==> config.mk <==
export PLATFORM = sky130hd
export DESIGN_NAME = dec_modifier_window
export DESIGN_NICKNAME = d
export VERILOG_FILES = /design/src/rtl/dec_modifier_window.sv
export SDC_FILE = /design/constraint.sdc
export NUM_CORES = 1
export LEC_CHECK = 0
export BUFFER_PORTS_ARGS = -buffer_cell sky130_fd_sc_hd__buf_2
export CORE_MARGIN = 4
export CORE_UTILIZATION = 49
export CTS_CLUSTER_SIZE = 20
export DETAILED_ROUTE_END_ITERATION = 7
export MAX_ROUTING_LAYER = met4
export PLACE_DENSITY = 0.86
export SYNTH_ARGS = -nofsm -noshare
export SYNTH_HDL_FRONTEND = slang
export SYNTH_SLANG_ARGS = --single-unit
export TNS_END_PERCENT = 50
==> constraint.sdc <==
create_clock -name clk -period 1.45 [get_ports clk]
set_input_delay 0.29 -clock clk [delete_from_list [all_inputs] [get_ports clk]]
set_output_delay 0.29 -clock clk [all_outputs]
set_load 0.01 [all_outputs]
==> src/rtl/dec_modifier_window.sv <==
module dec_modifier_window #(
  parameter int CARRY_N = 8,
  parameter int CARRY_W = 2,
  parameter int LVL_N   = 11,
  parameter int LVL_W   = 3,
  parameter int IMM_W   = (CARRY_N * CARRY_W > LVL_N * LVL_W) ? CARRY_N * CARRY_W : LVL_N * LVL_W,
  parameter int CNT_W   = $clog2(((CARRY_N > LVL_N) ? CARRY_N : LVL_N) + 1)
) (
  input  logic             clk,
  input  logic             rst_n,
  input  logic             inst_valid,
  input  logic             is_carry_mod,
  input  logic             is_level_mod,
  input  logic [IMM_W-1:0] mod_imm,
  input  logic             flush,
  input  logic             lvl_we,
  input  logic [LVL_W-1:0] lvl_wdata,
  output logic             tag_cin,
  output logic             tag_cout,
  output logic [LVL_W-1:0] irq_level,
  output logic [1:0]       win_mode,
  output logic [CNT_W-1:0] win_remain
);
  localparam int CIMM = CARRY_N * CARRY_W;
  localparam int LIMM = LVL_N * LVL_W;

  typedef enum logic [1:0] {M_IDLE = 2'd0, M_CARRY = 2'd1, M_LVL = 2'd2} mode_t;

  mode_t            mode_q;
  logic [IMM_W-1:0] sh_q;
  logic [CNT_W-1:0] cnt_q;
  logic [LVL_W-1:0] base_q;

  wire is_mod = is_carry_mod | is_level_mod;
  wire take   = inst_valid & is_mod;
  wire adv    = inst_valid & ~is_mod & (mode_q != M_IDLE);

  always_ff @(posedge clk) begin
    if (!rst_n) begin
      mode_q <= M_IDLE;
      sh_q   <= '0;
      cnt_q  <= '0;
      base_q <= '0;
    end else begin
      if (lvl_we && mode_q != M_LVL) base_q <= lvl_wdata;
      if (flush) begin
        mode_q <= M_IDLE;
        sh_q   <= '0;
        cnt_q  <= '0;
      end else if (take && is_carry_mod) begin
        mode_q <= M_CARRY;
        sh_q   <= IMM_W'(mod_imm[CIMM-1:0]);
        cnt_q  <= CNT_W'(CARRY_N);
      end else if (take) begin
        mode_q <= M_LVL;
        sh_q   <= IMM_W'(mod_imm[LIMM-1:0]);
        cnt_q  <= CNT_W'(LVL_N);
      end else if (adv) begin
        sh_q  <= (mode_q == M_CARRY) ? (sh_q >> CARRY_W) : (sh_q >> LVL_W);
        cnt_q <= cnt_q - CNT_W'(1);
        if (cnt_q == CNT_W'(1)) mode_q <= M_IDLE;
      end
    end
  end

  assign tag_cin    = (mode_q == M_CARRY) & sh_q[0];
  assign tag_cout   = (mode_q == M_CARRY) & sh_q[1];
  assign irq_level  = (mode_q == M_LVL) ? sh_q[LVL_W-1:0] : base_q;
  assign win_mode   = mode_q;
  assign win_remain = cnt_q;

  AST_RESET_IDLE: assert property (@(posedge clk) !rst_n |=> win_mode == 2'd0 && win_remain == '0 && irq_level == '0)
    else $error("reset state wrong");
  AST_CARRY_LOAD: assert property (@(posedge clk) disable iff (!rst_n)
    inst_valid && is_carry_mod && !flush |=> win_mode == 2'd1 && win_remain == CNT_W'(CARRY_N))
    else $error("carry load wrong");
  AST_ADVANCE: assert property (@(posedge clk) disable iff (!rst_n)
    adv && !flush |=> win_remain == $past(win_remain) - CNT_W'(1))
    else $error("advance wrong");
  AST_HOLD: assert property (@(posedge clk) disable iff (!rst_n)
    !inst_valid && !flush |=> $stable(win_remain) && $stable(win_mode))
    else $error("hold wrong");
  AST_NO_TAG_OUTSIDE: assert property (@(posedge clk) disable iff (!rst_n)
    win_mode != 2'd1 |-> !tag_cin && !tag_cout)
    else $error("tag outside carry window");
  AST_LVL_LOAD: assert property (@(posedge clk) disable iff (!rst_n)
    inst_valid && is_level_mod && !is_carry_mod && !flush |=> win_mode == 2'd2 && win_remain == CNT_W'(LVL_N))
    else $error("level load wrong");
  AST_BASE_FROZEN: assert property (@(posedge clk) disable iff (!rst_n)
    win_mode == 2'd2 |=> $stable(base_q))
    else $error("base changed in level window");
  AST_FLUSH_IDLE: assert property (@(posedge clk) disable iff (!rst_n)
    flush |=> win_mode == 2'd0 && win_remain == '0)
    else $error("flush did not close window");
  AST_IDLE_ZERO: assert property (@(posedge clk) disable iff (!rst_n)
    (win_mode == 2'd0) == (win_remain == '0))
    else $error("count and mode disagree");
endmodule

==> results of run 1 <==
## per-stage QoR
| step | TNS [ns] | std cells |
|---|---|---|
| 5_1_grt | -2.096 | 418 |
| 3_5_place_dp | 0 | 404 |
| 3_3_place_gp | 0 | 404 |
| 6_report | -0.5038 | 418 |
| 4_1_cts | -0.4294 | 417 |
| 2_1_floorplan | 0 | 298 |
## routing by layer
layer	global-route usage	wire length, um	up-vias
met1	0.2914	3002	1223
li1	-	-	1262
met5	-	0	-
met2	0.3939	3585	112
met3	0.04875	449	16
met4	0.08935	128	0
## placed cells by master (no fill, tap or decap), drive strengths merged, types with 4 or more instances in the layout
master,Yosys,layout
buf,15,86
dfxtp,42,42
o21ai,36,36
and3b,30,30
a211oi,30,30
o211ai,18,18
nand3,17,17
nand4,14,14
o2111ai,14,14
nand2,9,9
nor2,8,8
inv,5,5
clkbuf,25,5
a21oi,5,5
nand2b,4,4
## where the power goes
part	internal (W)	switching (W)	total [W]
clock	0.000324	0.000430	0.000754
combinational	0.000229	0.000279	0.000508
sequential	0.00118	0.0000291	0.00121
## worst paths after layout
check	startpoint	slack (ns)	depth (start not counted)	to
max	win_mode[0]	-0.08	4	irq_level[0]
min	lvl_wdata[2]	0.23	3	base_q[2]
max reg2reg	win_mode[0]	-0.05	5	sh_q[30]
min reg2reg	sh_q[29]	0.48	2	sh_q[29]
## Yosys cell counts (all sizes together), types with 3 or more instances
cell     count
inv          5
nor2         8
a211oi      30
nand2b       4
buf         15
and3b       30
dfxtp       42
clkbuf      25
o21ai       36
nand4       14
o211ai      18
nand2        9
a21oi        5
or3          3
nand3       17
a21boi       3
o2111ai     14
## layout make-up
class                           instances  share of cell area
Timing Repair Buffer                   86              0.1930
Clock inverter                          2            0.003131
Tap cell                               67             0.02622
Sequential cell                        42              0.2661
Inverter                                5            0.005871
Multi-Input combinational cell        211              0.4841
Clock buffer                            5             0.02153
## worst max-delay path: stages (launching register included)
cell and delay [ns]:
dfxtp_4 0.36, buf_8 0.13, nand2b_4 0.17, o21ai_1 0.12
buf_2 0.14
## flip-flops by register name (all words and copies together), names as in the netlist
name / cells
win_remain: 4
sh_q: 33
win_mode: 2
base_q: 3
## kinds of logic after synthesis
logic type	after synthesis	share of synthesized area
buf+inv	45	0.08329
fa+ha+maj	2	0.01003
compound gates	117	0.3292
simple gates	92	0.2403
flops	42	0.3372
## what timing repair did
item                       in CTS  in global routing
pin swaps                       2                  5
buffers inserted                6                  2
setup endpoints to repair       6                 41
gates resized for setup        28                 31
gates cloned                    0                  0
hold buffers                    0                  0
==> results.sh, run 1 <==
export IMPL_port_buffers=53
export IMPL_cts_root_buf="clkbuf_8"
export IMPL_placed_cell_area_um2=2947
export IMPL_setup_ws_ns=-0.07556
export IMPL_grt_ovfl_total=0
export IMPL_via_count=2613
export IMPL_leakagePower_nw=1.246
export IMPL_skew_ns=0.008040
export IMPL_peakVddDrop_mv=0.6067
export IMPL_final_util=0.6636
export IMPL_fin_crit_sh=1.052
export IMPL_grt_pass1_wl_um=11830
export IMPL_core_area_um2=4817
export IMPL_h_tree_depth=2
export IMPL_violations="setup timing"
export IMPL_drive_above_1_share=0.3390
export IMPL_async_flop_share=0
export IMPL_drc=0
export IMPL_synth_nets=343
export IMPL_synth_top_area_frac=0.3372
export IMPL_first_iter_violations=162
export IMPL_fin_crit_ns=1.526
export IMPL_synth_edff_count=0
export IMPL_initial_core_util=0.5177
export IMPL_holdWs_ns=0.2303
export IMPL_syn_inst=298
export IMPL_p_total_w=0.002475
export IMPL_ioPinCount=54
export IMPL_synth_warnings=0
export IMPL_wirelength_um=7165
export IMPL_cp_start_kind="flop"
export IMPL_ys_seq_area_frac=0.3372
export IMPL_status="finished, violations left"
export IMPL_gp_congestion=0.8098
export IMPL_fin_nets=396
export IMPL_path_clk_slew_ns=0.08
export IMPL_cp_max_fo=6
export IMPL_clk_latency_ns=0.31
export IMPL_cts_tree="yes"
export IMPL_critPathKind="flop to output port"
export IMPL_arrival_ns=1.24
export IMPL_preCtsSetupSlack_ns=0.006852
export IMPL_yosysTopAreaCell="dfxtp_1"
export IMPL_endpoint_kind="output port"
export IMPL_vias_per_cell=6.251
export IMPL_synth_seq_cells=42
export IMPL_drtAntennaViolNets=0
export IMPL_maxSlewViolCount=0
export IMPL_cts_buffers=5
export IMPL_clk_path_buf_depth=2
export IMPL_hold_path_class="primary input to flop"
export IMPL_worst_slew_pin_slew_ns=0.3867
export IMPL_hold_viol_final=0
export IMPL_antenna_found_initial=0
export IMPL_cts_sinks=42
export IMPL_placement_rows=25
export IMPL_n_antenna_cell=0
export IMPL_multi_input_area_um2=1548
export IMPL_grt_pass1_vias=2475
export IMPL_areaGrowthSynthToFinish_pct=28.20
export IMPL_grtUsageTotal=0.2400
export IMPL_power_density_nw_per_um2=774.3
export IMPL_ys_flop_type="dfxtp_1"
export IMPL_die_w_um=79.34
export IMPL_slew_headroom=0.7405
export IMPL_n_fill_cell=386
export IMPL_setup_viol=20
export IMPL_finalInstanceArea_um2=3197
export IMPL_max_freq_mhz=655.5
export IMPL_die_area_um2=6294
export IMPL_syn_area_per_cell_um2=8.368
export IMPL_wl_per_cell_um=17.14
export IMPL_syn_area_um2=2494
export IMPL_synth_area_top_cells="dfxtp_1, and3b_1, a211oi_1"
export IMPL_drv_cap=0
export IMPL_drtPass1Iterations=4
export IMPL_rsz0062_at_grt="yes"
export IMPL_ys_types=37
export IMPL_required_ns=1.16
export IMPL_die_height_um=79.34
export IMPL_seq_area_um2=850.8
export IMPL_grt_max_degree=39
export IMPL_dp_hpwl_um=4645
Power figures use the tool's default switching activity.
==> run 2, diff against run 1 <==
Settings changed: RECOVER_POWER set to 50.
==> run 2 against run 1 <==
Net effect:
- the flow still finishes with violations (setup timing)
- highest routed layer unchanged
- worst setup slack is the same
- global-route usage unchanged
- clock skew unchanged
- critical endpoint unchanged
- sequential power about the same
==> results.sh, run 2 (synthesis results as in run 1) <==
export IMPL_fin_crit_sh=1.052
export IMPL_fin_nets=396
export IMPL_cts_buffers=5
export IMPL_drtPass1Iterations=4
export IMPL_grt_pass1_wl_um=11830
export IMPL_max_freq_mhz=655.5
export IMPL_reg2reg_from="win_mode[0]"
export IMPL_cts_root_buf="clkbuf_8"
export IMPL_rsz0062_at_grt="yes"
export IMPL_slew_headroom=0.7405
export IMPL_skew_ns=0.008040
export IMPL_grtUsageMet3=0.04875
export IMPL_die_area_um2=6294
export IMPL_core_area_um2=4817
export IMPL_setup_viol=20
export IMPL_clk_latency_ns=0.31
export IMPL_min_delay_start="lvl_wdata[2]"
export IMPL_status="finished, violations left"
export IMPL_use_met2=0.3939
export IMPL_arrival_ns=1.24
export IMPL_ioPinCount=54
export IMPL_gp_congestion=0.8098
export IMPL_required_ns=1.16
export IMPL_final_cell_mix="buf_2, dfxtp_1, o21ai_1, and3b_1, a211oi_1"
export IMPL_port_buffers=53
export IMPL_largest_register="sh_q"
export IMPL_largest_reg_flops=33
export IMPL_hold_path_class="primary input to flop"
export IMPL_cts_tree="yes"
export IMPL_worst_slew_pin_slew_ns=0.3867
export IMPL_fin_crit_ns=1.526
export IMPL_leakagePower_nw=1.245
export IMPL_die_height_um=79.34
export IMPL_placement_rows=25
export IMPL_n_antenna_cell=0
export IMPL_dp_hpwl_um=4645
export IMPL_clk_path_buf_depth=2
export IMPL_grt_pass1_vias=2475
export IMPL_vias_per_cell=6.251
export IMPL_setup_ws_ns=-0.07556
export IMPL_violations="setup timing"
export IMPL_die_w_um=79.34
export IMPL_wirelength_um=7165
export IMPL_path_clk_slew_ns=0.08
export IMPL_antenna_found_initial=0
export IMPL_drc=0
export IMPL_use_met1=0.2914
export IMPL_drtAntennaViolNets=0
export IMPL_grtUsageTotal=0.2400
export IMPL_finalInstanceArea_um2=3194
export IMPL_maxSlewViolCount=0
export IMPL_cp_max_fo=6
export IMPL_peakVddDrop_mv=0.6067
export IMPL_final_common_cell="buf_2"
export IMPL_initial_core_util=0.5177
export IMPL_endpoint_kind="output port"
export IMPL_grt_ovfl_total=0
export IMPL_critPathKind="flop to output port"
export IMPL_wl_per_cell_um=17.14
export IMPL_h_tree_depth=2
export IMPL_first_iter_violations=162
export IMPL_grt_max_degree=39
export IMPL_power_density_nw_per_um2=774.8
export IMPL_via_count=2613
export IMPL_drive_above_1_share=0.3333
export IMPL_cp_start_kind="flop"
export IMPL_hold_viol_final=0
export IMPL_crit_start="win_mode[0]"
export IMPL_placed_cell_area_um2=2947
export IMPL_drv_cap=0
export IMPL_cts_sinks=42
export IMPL_p_total_w=0.002475
export IMPL_areaGrowthSynthToFinish_pct=28.10
export IMPL_grt_busiest_layer="met2"
==> run 2: stage by stage <==
stage	hold WS (ns)	util	cells	setup slack, ns	setup TNS, ns
after CTS	0.2380	0.6439	417	-0.04581	-0.4294
after global placement	0.4656	0.6117	404	0.04765	0
after floorplan	0.4438	-	298	0.006403	0
after detailed placement	0.4752	0.6117	404	0.006852	0
after global routing	0.2480	0.6631	418	-0.1165	-2.123
final	0.2303	0.6631	418	-0.07556	-0.5209
==> run 2: power by group <==
part           leakage, nW  total [W]  internal, W  switching [W]
logic                0.859   0.000508     0.000229       0.000279
clock network       0.0438   0.000754     0.000324       0.000430
registers            0.342    0.00121      0.00118      0.0000291
==> run 2: final cells by class <==
class | instances | area [um2]
clock buffers | 5 | 68.82
clock inverters | 2 | 10.01
fillers | 388 | 1623
inverters | 5 | 18.77
multi-input cells | 211 | 1548
flip-flops and latches | 42 | 848.3
well taps | 67 | 83.83
repair buffers | 86 | 616.8
==> run 2: worst max-delay path: stages, from the launching register on <==
cell      delay [ns]
dfxtp_4         0.36
buf_8           0.13
nand2b_4        0.17
o21ai_1         0.12
buf_2           0.14
==> run 2: path summary, 6_finish.rpt <==
check	slack (ns)	cells past startpoint	end
max	-0.08	4	irq_level[0]
min	0.23	3	base_q[2]
max reg2reg	-0.05	5	sh_q[30]
min reg2reg	0.48	2	sh_q[29]
==> run 2: metal layers <==
layer | part of all wire | up-vias
li1 | - | 1262
met1 | 0.42 | 1223
met2 | 0.50 | 112
met3 | 0.063 | 16
met4 | 0.018 | 0
met5 | 0 | -
==> run 2: timing repair <==
| item | 4_1_cts | 5_1_grt |
|---|---|---|
| pin swaps | 2 | 5 |
| buffers inserted | 6 | 2 |
| hold buffers | 0 | 0 |
| gates cloned | 0 | 0 |
| resized for setup | 28 | 31 |
| endpoints found under the setup margin | 6 | 41 |
